### src/rtl/spi_flag_pkg.sv
package spi_flag_pkg;

  typedef enum logic [1:0] {
    SEL_CTRL = 2'd0,
    SEL_STAT = 2'd1,
    SEL_DATA = 2'd2,
    SEL_NONE = 2'd3
  } reg_sel_e;

  // control register bit positions
  localparam int CB_EN = 0;
  localparam int CB_MS = 1;
  localparam int CB_IE = 2;

  // status register bit positions
  localparam int SB_DONE = 7;
  localparam int SB_WCOL = 6;
  localparam int SB_OVR  = 5;
  localparam int SB_MODF = 4;

endpackage

### src/rtl/spi_flag_rst_sync.sv
module spi_flag_rst_sync #(
  parameter int STAGES = 2
) (
  input  logic clk,
  input  logic rst_n,
  output logic rst_sync_n
);

  logic [STAGES-1:0] sync_q;
  logic [STAGES-1:0] sync_d;

  always_comb begin
    sync_d = {sync_q[STAGES-2:0], 1'b1};
  end

  always_ff @(posedge clk or negedge rst_n) begin
    if (!rst_n) sync_q <= '0;
    else        sync_q <= sync_d;
  end

  assign rst_sync_n = sync_q[STAGES-1];

endmodule

### src/rtl/spi_flag_ctrl.sv
module spi_flag_ctrl
  import spi_flag_pkg::*;
#(
  parameter int DATA_W = 8
) (
  input  logic              clk,
  input  logic              rst_n,
  input  logic              wr_ctl_i,
  input  logic [DATA_W-1:0] wr_data_i,
  input  logic              fault_set_i,
  input  logic              lock_i,
  output logic              en_o,
  output logic              ms_o,
  output logic              ie_o
);

  logic en_q, ms_q, ie_q;
  logic en_d, ms_d, ie_d;

  always_comb begin
    en_d = en_q;
    ms_d = ms_q;
    ie_d = ie_q;
    if (wr_ctl_i) begin
      ie_d = wr_data_i[CB_IE];
      if (lock_i) begin
        // locked: bits may only fall
        en_d = en_q & wr_data_i[CB_EN];
        ms_d = ms_q & wr_data_i[CB_MS];
      end else begin
        en_d = wr_data_i[CB_EN];
        ms_d = wr_data_i[CB_MS];
      end
    end
    if (fault_set_i) begin
      en_d = 1'b0;
      ms_d = 1'b0;
    end
  end

  always_ff @(posedge clk or negedge rst_n) begin
    if (!rst_n) begin
      en_q <= 1'b0;
      ms_q <= 1'b0;
      ie_q <= 1'b0;
    end else begin
      en_q <= en_d;
      ms_q <= ms_d;
      ie_q <= ie_d;
    end
  end

  assign en_o = en_q;
  assign ms_o = ms_q;
  assign ie_o = ie_q;

  // a fault forces enable and master low
  a_r2_fault_drops_ctl: assert property (@(posedge clk) disable iff (!rst_n)
    fault_set_i |=> (!en_q && !ms_q));

  // locked writes never raise master or enable
  a_r4_lock_master: assert property (@(posedge clk) disable iff (!rst_n)
    (lock_i && !ms_q) |=> !ms_q);
  a_r4_lock_enable: assert property (@(posedge clk) disable iff (!rst_n)
    (lock_i && !en_q) |=> !en_q);

endmodule

### src/rtl/spi_flag_status.sv
module spi_flag_status (
  input  logic clk,
  input  logic rst_n,
  input  logic rd_stat_i,
  input  logic rd_data_i,
  input  logic wr_ctl_i,
  input  logic wr_dreg_i,
  input  logic busy_i,
  input  logic byte_done_i,
  input  logic ss_n_i,
  input  logic master_i,
  output logic done_o,
  output logic wcol_o,
  output logic ovr_o,
  output logic modf_o,
  output logic fault_set_o,
  output logic lock_o,
  output logic rx_accept_o,
  output logic tx_accept_o
);

  logic done_q, wcol_q, ovr_q, modf_q;
  logic done_arm_q, wcol_arm_q, modf_arm_q;
  logic done_d, wcol_d, ovr_d, modf_d;
  logic done_arm_d, wcol_arm_d, modf_arm_d;

  logic modf_set, modf_clr;
  logic done_clr, wcol_clr, ovr_clr;
  logic ovr_set, wcol_set;

  always_comb begin
    modf_set = master_i & ~ss_n_i;
    modf_clr = modf_arm_q & wr_ctl_i;
    done_clr = done_arm_q & rd_data_i;
    wcol_clr = wcol_arm_q & rd_data_i;
    ovr_clr  = ovr_q & rd_stat_i;
    ovr_set  = byte_done_i & done_q & ~done_clr;
    wcol_set = wr_dreg_i & busy_i;

    // set has priority over clear in every flag
    done_d = byte_done_i | (done_q & ~done_clr);
    wcol_d = wcol_set    | (wcol_q & ~wcol_clr);
    ovr_d  = ovr_set     | (ovr_q  & ~ovr_clr);
    modf_d = modf_set    | (modf_q & ~modf_clr);

    // arming needs a status read that sees the flag set
    done_arm_d = done_q & ~done_clr & (done_arm_q | rd_stat_i);
    wcol_arm_d = wcol_q & ~wcol_clr & (wcol_arm_q | rd_stat_i);
    modf_arm_d = modf_q & ~modf_clr & (modf_arm_q | rd_stat_i);
  end

  always_ff @(posedge clk or negedge rst_n) begin
    if (!rst_n) begin
      done_q     <= 1'b0;
      wcol_q     <= 1'b0;
      ovr_q      <= 1'b0;
      modf_q     <= 1'b0;
      done_arm_q <= 1'b0;
      wcol_arm_q <= 1'b0;
      modf_arm_q <= 1'b0;
    end else begin
      done_q     <= done_d;
      wcol_q     <= wcol_d;
      ovr_q      <= ovr_d;
      modf_q     <= modf_d;
      done_arm_q <= done_arm_d;
      wcol_arm_q <= wcol_arm_d;
      modf_arm_q <= modf_arm_d;
    end
  end

  assign done_o      = done_q;
  assign wcol_o      = wcol_q;
  assign ovr_o       = ovr_q;
  assign modf_o      = modf_q;
  assign fault_set_o = modf_set;
  assign lock_o      = modf_q & ~modf_clr;
  assign rx_accept_o = byte_done_i & ~ovr_set;
  assign tx_accept_o = wr_dreg_i & ~busy_i;

  // no fault can appear while in slave mode
  a_r3_no_fault_in_slave: assert property (@(posedge clk) disable iff (!rst_n)
    (!master_i && !modf_q) |=> !modf_q);

  // a byte on top of an uncleared one flags overrun
  a_r6_overrun_flagged: assert property (@(posedge clk) disable iff (!rst_n)
    (byte_done_i && done_q && !done_clr) |=> ovr_q);

  // write during a transfer flags collision
  a_r9_collision_flagged: assert property (@(posedge clk) disable iff (!rst_n)
    (wr_dreg_i && busy_i) |=> wcol_q);

  // collision survives anything but a data read
  a_r10_wcol_held: assert property (@(posedge clk) disable iff (!rst_n)
    (wcol_q && !rd_data_i) |=> wcol_q);

  // byte done survives anything but a data read
  a_r11_done_held: assert property (@(posedge clk) disable iff (!rst_n)
    (done_q && !rd_data_i) |=> done_q);

endmodule

### src/rtl/spi_flag_buf.sv
module spi_flag_buf #(
  parameter int DATA_W = 8
) (
  input  logic              clk,
  input  logic              rst_n,
  input  logic              rx_accept_i,
  input  logic [DATA_W-1:0] rx_byte_i,
  input  logic              tx_accept_i,
  input  logic [DATA_W-1:0] tx_byte_i,
  output logic [DATA_W-1:0] rx_q_o,
  output logic [DATA_W-1:0] tx_q_o,
  output logic              tx_load_o
);

  logic [DATA_W-1:0] rx_q, rx_d;
  logic [DATA_W-1:0] tx_q, tx_d;
  logic              load_q, load_d;

  always_comb begin
    rx_d   = rx_accept_i ? rx_byte_i : rx_q;
    tx_d   = tx_accept_i ? tx_byte_i : tx_q;
    load_d = tx_accept_i;
  end

  always_ff @(posedge clk or negedge rst_n) begin
    if (!rst_n) begin
      rx_q   <= '0;
      tx_q   <= '0;
      load_q <= 1'b0;
    end else begin
      if (rx_accept_i) rx_q <= rx_d;
      if (tx_accept_i) tx_q <= tx_d;
      load_q <= load_d;
    end
  end

  assign rx_q_o    = rx_q;
  assign tx_q_o    = tx_q;
  assign tx_load_o = load_q;

endmodule

### src/rtl/spi_flag_unit.sv
module spi_flag_unit
  import spi_flag_pkg::*;
#(
  parameter int DATA_W    = 8,
  parameter int RST_STAGE = 2
) (
  input  logic              clk,
  input  logic              rst_n,
  input  logic [1:0]        reg_sel,
  input  logic              rd_en,
  input  logic              wr_en,
  input  logic [DATA_W-1:0] wr_data,
  output logic [DATA_W-1:0] rd_data,
  input  logic              xfer_busy,
  input  logic              byte_done,
  input  logic [DATA_W-1:0] rx_byte,
  input  logic              ss_in_n,
  output logic              ctl_enable,
  output logic              ctl_master,
  output logic              ctl_irq_en,
  output logic              tx_load,
  output logic [DATA_W-1:0] tx_data,
  output logic              irq
);

  logic     rst_sync_n;
  reg_sel_e sel;
  logic     rd_stat, rd_dreg, wr_ctl, wr_dreg;
  logic     done, wcol, ovr, modf;
  logic     fault_set, lock, rx_accept, tx_accept;
  logic [DATA_W-1:0] rx_q;
  logic [DATA_W-1:0] ctrl_word, stat_word;

  spi_flag_rst_sync #(.STAGES(RST_STAGE)) u_rst (
    .clk        (clk),
    .rst_n      (rst_n),
    .rst_sync_n (rst_sync_n)
  );

  always_comb begin
    sel     = reg_sel_e'(reg_sel);
    rd_stat = rd_en & (sel == SEL_STAT);
    rd_dreg = rd_en & (sel == SEL_DATA);
    wr_ctl  = wr_en & (sel == SEL_CTRL);
    wr_dreg = wr_en & (sel == SEL_DATA);
  end

  spi_flag_status u_stat (
    .clk         (clk),
    .rst_n       (rst_sync_n),
    .rd_stat_i   (rd_stat),
    .rd_data_i   (rd_dreg),
    .wr_ctl_i    (wr_ctl),
    .wr_dreg_i   (wr_dreg),
    .busy_i      (xfer_busy),
    .byte_done_i (byte_done),
    .ss_n_i      (ss_in_n),
    .master_i    (ctl_master),
    .done_o      (done),
    .wcol_o      (wcol),
    .ovr_o       (ovr),
    .modf_o      (modf),
    .fault_set_o (fault_set),
    .lock_o      (lock),
    .rx_accept_o (rx_accept),
    .tx_accept_o (tx_accept)
  );

  spi_flag_ctrl #(.DATA_W(DATA_W)) u_ctrl (
    .clk         (clk),
    .rst_n       (rst_sync_n),
    .wr_ctl_i    (wr_ctl),
    .wr_data_i   (wr_data),
    .fault_set_i (fault_set),
    .lock_i      (lock),
    .en_o        (ctl_enable),
    .ms_o        (ctl_master),
    .ie_o        (ctl_irq_en)
  );

  spi_flag_buf #(.DATA_W(DATA_W)) u_buf (
    .clk         (clk),
    .rst_n       (rst_sync_n),
    .rx_accept_i (rx_accept),
    .rx_byte_i   (rx_byte),
    .tx_accept_i (tx_accept),
    .tx_byte_i   (wr_data),
    .rx_q_o      (rx_q),
    .tx_q_o      (tx_data),
    .tx_load_o   (tx_load)
  );

  always_comb begin
    ctrl_word        = '0;
    ctrl_word[CB_EN] = ctl_enable;
    ctrl_word[CB_MS] = ctl_master;
    ctrl_word[CB_IE] = ctl_irq_en;
    stat_word          = '0;
    stat_word[SB_DONE] = done;
    stat_word[SB_WCOL] = wcol;
    stat_word[SB_OVR]  = ovr;
    stat_word[SB_MODF] = modf;
    unique case (sel)
      SEL_CTRL: rd_data = ctrl_word;
      SEL_STAT: rd_data = stat_word;
      SEL_DATA: rd_data = rx_q;
      default:  rd_data = '0;
    endcase
    irq = ctl_irq_en & (done | ovr | modf);
  end

  // a rejected write never produces a load pulse
  a_r9_no_load_on_collision: assert property (@(posedge clk) disable iff (!rst_sync_n)
    (wr_dreg && xfer_busy) |=> !tx_load);

  // stored byte is frozen while an unread byte is pending
  a_r7_buffer_frozen: assert property (@(posedge clk) disable iff (!rst_sync_n)
    (done && !rd_dreg) |=> $stable(rx_q));

endmodule

### config.mk
export PLATFORM = sky130hd
export DESIGN_NAME = spi_flag_unit
export DESIGN_NICKNAME = d
export VERILOG_FILES = /design/src/rtl/spi_flag_pkg.sv /design/src/rtl/spi_flag_rst_sync.sv /design/src/rtl/spi_flag_ctrl.sv /design/src/rtl/spi_flag_status.sv /design/src/rtl/spi_flag_buf.sv /design/src/rtl/spi_flag_unit.sv
export SDC_FILE = /design/constraint.sdc
export NUM_CORES = 1
export LEC_CHECK = 0
export ABC_AREA = 1
export BUFFER_PORTS_ARGS = -buffer_cell sky130_fd_sc_hd__buf_2
export CAP_MARGIN = 25
export CORE_MARGIN = 2
export CORE_UTILIZATION = 47
export CTS_CLUSTER_SIZE = 28
export DETAILED_ROUTE_END_ITERATION = 7
export PLACE_DENSITY = 0.84
export RECOVER_POWER = 50
export SKIP_CTS_REPAIR_TIMING = 1
export SLEW_MARGIN = 10
export SYNTH_ARGS = -nofsm -noshare
export SYNTH_HDL_FRONTEND = slang
export SYNTH_SLANG_ARGS = --single-unit
### constraint.sdc
create_clock -name clk -period 1.4 [get_ports clk]
set_input_delay 0 -clock clk [delete_from_list [all_inputs] [get_ports clk]]
set_output_delay 0 -clock clk [all_outputs]
set_load 0.05 [all_outputs]
==> results by group <==
Status
  • Status: complete, no violations

Place
  • Placed Instances: 217
  • Routability Congestion: 0.932
  • Hpwl dp: 2.08 mm
  • Dpl ws: 288 ps
  • Port Buffers: 45

Power and ir drop
  • Lkg Pwr: 0.991 nW
  • Total power: 2.86 mW
  • PD cells: 1610 nW/µm²
  • Max IR drop VDD: 1.14 mV

GRT
  • Global-route wire length before repair: 4.61 mm
  • Largest net degree at the start of global routing: 28
  • Total gr overflow: 0
  • Vias in the first global route: 1069
  • Initial antenna violation count: 0
  • GR Util All Layers: 0.197

Timing
  • Endpoints failing setup: 0
  • Sum Neg Setup Slack: 0 ps
  • Final Hold Viols: 0
  • Relative slew slack: 0.565
  • Tcrit/Tclk final: 0.870
  • Slew Viols, Final: 0
  • Hold_ws: 5.16 ps
  • Fmax: 0.821 GHz
  • Clock Skews: 4.29 ps
  • RSZ-0062 raised after global routing: false
  • Final Critical Period: 1220 ps
  • Final Worst Setup Slack: 182 ps
  • Slew @ Worst Pin: 652 ps

Route
  • First-pass DRT Iterations: 4
  • Via/cell ratio: 4.96
  • Routed len/inst: 12.6 µm
  • DR iter-0 viols: 26
  • Overall routed net length: 3.09 mm
  • Post-route DRC: 0
  • Via count: 1219
  • DRT antenna net count: 0

Synth
  • Post-synthesis sequential area ratio: 0.587
  • Post-synth EDFFs: 0
  • Mapped Cells: 142
  • Distinct cells, synth: 20
  • Post-synth top area share: 0.587
  • Synth warn: 0
  • Synth cell count leaders: nand2_1 (58), dfrtp_1 (29), inv_1 (14), nand3_1 (12), o21ai_0 (10)
  • Top cells by area, synth: dfrtp_1 (59%), nand2_1 (18%), nand3_1 (4.9%)
  • Asr flop ratio synth: 1.00
  • Syn nets: 167
  • Dominant cell type by area after synthesis: dfrtp_1
  • Seq cells post-synth: 29
  • Most common cell in the synthesized netlist: nand2_1
  • Syn Area/Cell: 8.71 µm²
  • Most used DFF post-synth: dfrtp_1
  • Post-Syn Area: 1240 µm²

Clock network
  • H-tree lvl count: 2
  • CTS tree: yes
  • Worst skew pair latency: 320 ps
  • Clock transition at path regs: 80 ps
  • Root Buffer Master: clkbuf_4
  • Clk buf depth: 2
  • # clock sinks: 29
  • CTS buffer count: 5

Min path
  • WHS Endpoint: u_stat.wcol_arm_q
  • Critical hold path startpoint: rd_en
  • WHS Path Cells: 4
  • Worst min path class: in -> reg

Worst setup path
  • Critical Path Fanout Max: 3
  • RR Endpoint: u_buf.rx_q_o[1]
  • Worst Setup Path Type: reg -> out
  • Worst Setup End Kind: output port
  • Critical Path RT: 1400 ps
  • FF-to-FF path depth: 5
  • Flop-to-flop setup slack: 200 ps
  • Data arrival time of the worst path: 1220 ps
  • Crit start category: flip-flop
  • Worst R2R Start: u_stat.done_arm_q

Finish
  • Fin nets: 241
  • Post-route insts no fill: 246
  • Share of cells above drive strength 1: 0.278
  • P&R area growth vs syn: 43.7%
  • Ant. Diodes: 0
  • # fillers: 201

Die
  • Die Wd: 55.3 µm
  • Die Span Y: 55.3 µm
  • Rows: 18
  • Die area: 3060 µm²
  • Core Box Area: 2480 µm²
  • Boundary pin count: 46
  • Starting Density: 0.499

Run
  • Max-cap violations: 0
worst max-delay path, stage by stage, from the launching register on:
cell and delay, ps:
dfrtp_1 380, inv_1 100, a31oi_2 140, buf_2 280
layout make-up:
| type | instances | area [µm²] | area share |
|---|---|---|---|
| clock buffer | 7 | 55.1 | 0.0310 |
| inverter | 16 | 65.1 | 0.0366 |
| multi-input combinational | 94 | 429 | 0.242 |
| sequential | 29 | 726 | 0.408 |
| tap | 30 | 37.5 | 0.0211 |
| timing repair buffer | 70 | 464 | 0.261 |
how the worst max path moves through the flow:
stage	to	from
6_report	irq	u_ctrl.ie_o
5_1_grt	irq	u_ctrl.ie_o
4_1_cts	irq	u_ctrl.ie_o
3_5_place_dp	u_buf.rx_q_o[7]	u_stat.done_arm_q
3_3_place_gp	u_buf.rx_q_o[2]	u_stat.done_arm_q
2_1_floorplan	rd_data[1]	u_ctrl.ms_o
per-layer routing:
metal  vias to the layer above  track usage  wire [µm]
met5                         -            0          0
met4                         0       0.0732         66
met3                         9       0.0984        253
met2                        56        0.310       1550
met1                       561        0.231       1210
li1                        593            -          -
kinds of logic after synthesis:
| kind of cell | share of synthesized area |
|---|---|
| other | 0.00303 |
| and+or+nand+nor | 0.262 |
| buffers and inverters | 0.0708 |
| DFF | 0.587 |
| AOI/OAI and AO/OA | 0.0769 |
cell usage in the layout (no fill, tap or decap):
cell / netlist / final
nand2_1: 58 / 58
clkbuf_1: 1 / 2
inv_1: 14 / 14
o21ai_0: 10 / 5
conb_1: 1 / 1
clkbuf_2: 0 / 1
o21ai_1: 1 / 4
clkbuf_4: 0 / 5
or2_0: 0 / 1
buf_2: 0 / 44
nor2_4: 1 / 1
nor2_1: 1 / 1
o21ai_2: 0 / 2
dlygate4sd3_1: 0 / 22
dfrtp_1: 29 / 29
clkinv_4: 1 / 1
a22o_1: 1 / 1
a31oi_2: 0 / 1
nor3b_2: 0 / 1
inv_2: 1 / 1
nand3_1: 12 / 13
a21oi_1: 5 / 5
buf_4: 1 / 2
clkbuf_8: 0 / 1
power by group:
part	leakage [nW]	switching, mW	internal [mW]	total, mW
combinational	0.606	0.809	0.314	1.12
sequential	0.353	0.148	1.10	1.24
clock	0.0314	0.261	0.236	0.497
total	0.991	1.22	1.65	2.86
per-stage QoR:
stage	utilization	area, µm²
final	0.717	1780
after floorplan	-	1250
after global placement	0.613	1520
after detailed placement	0.613	1520
after CTS	0.635	1570
after global routing	0.717	1780
No activity file was read; power rests on OpenSTA's default activity.
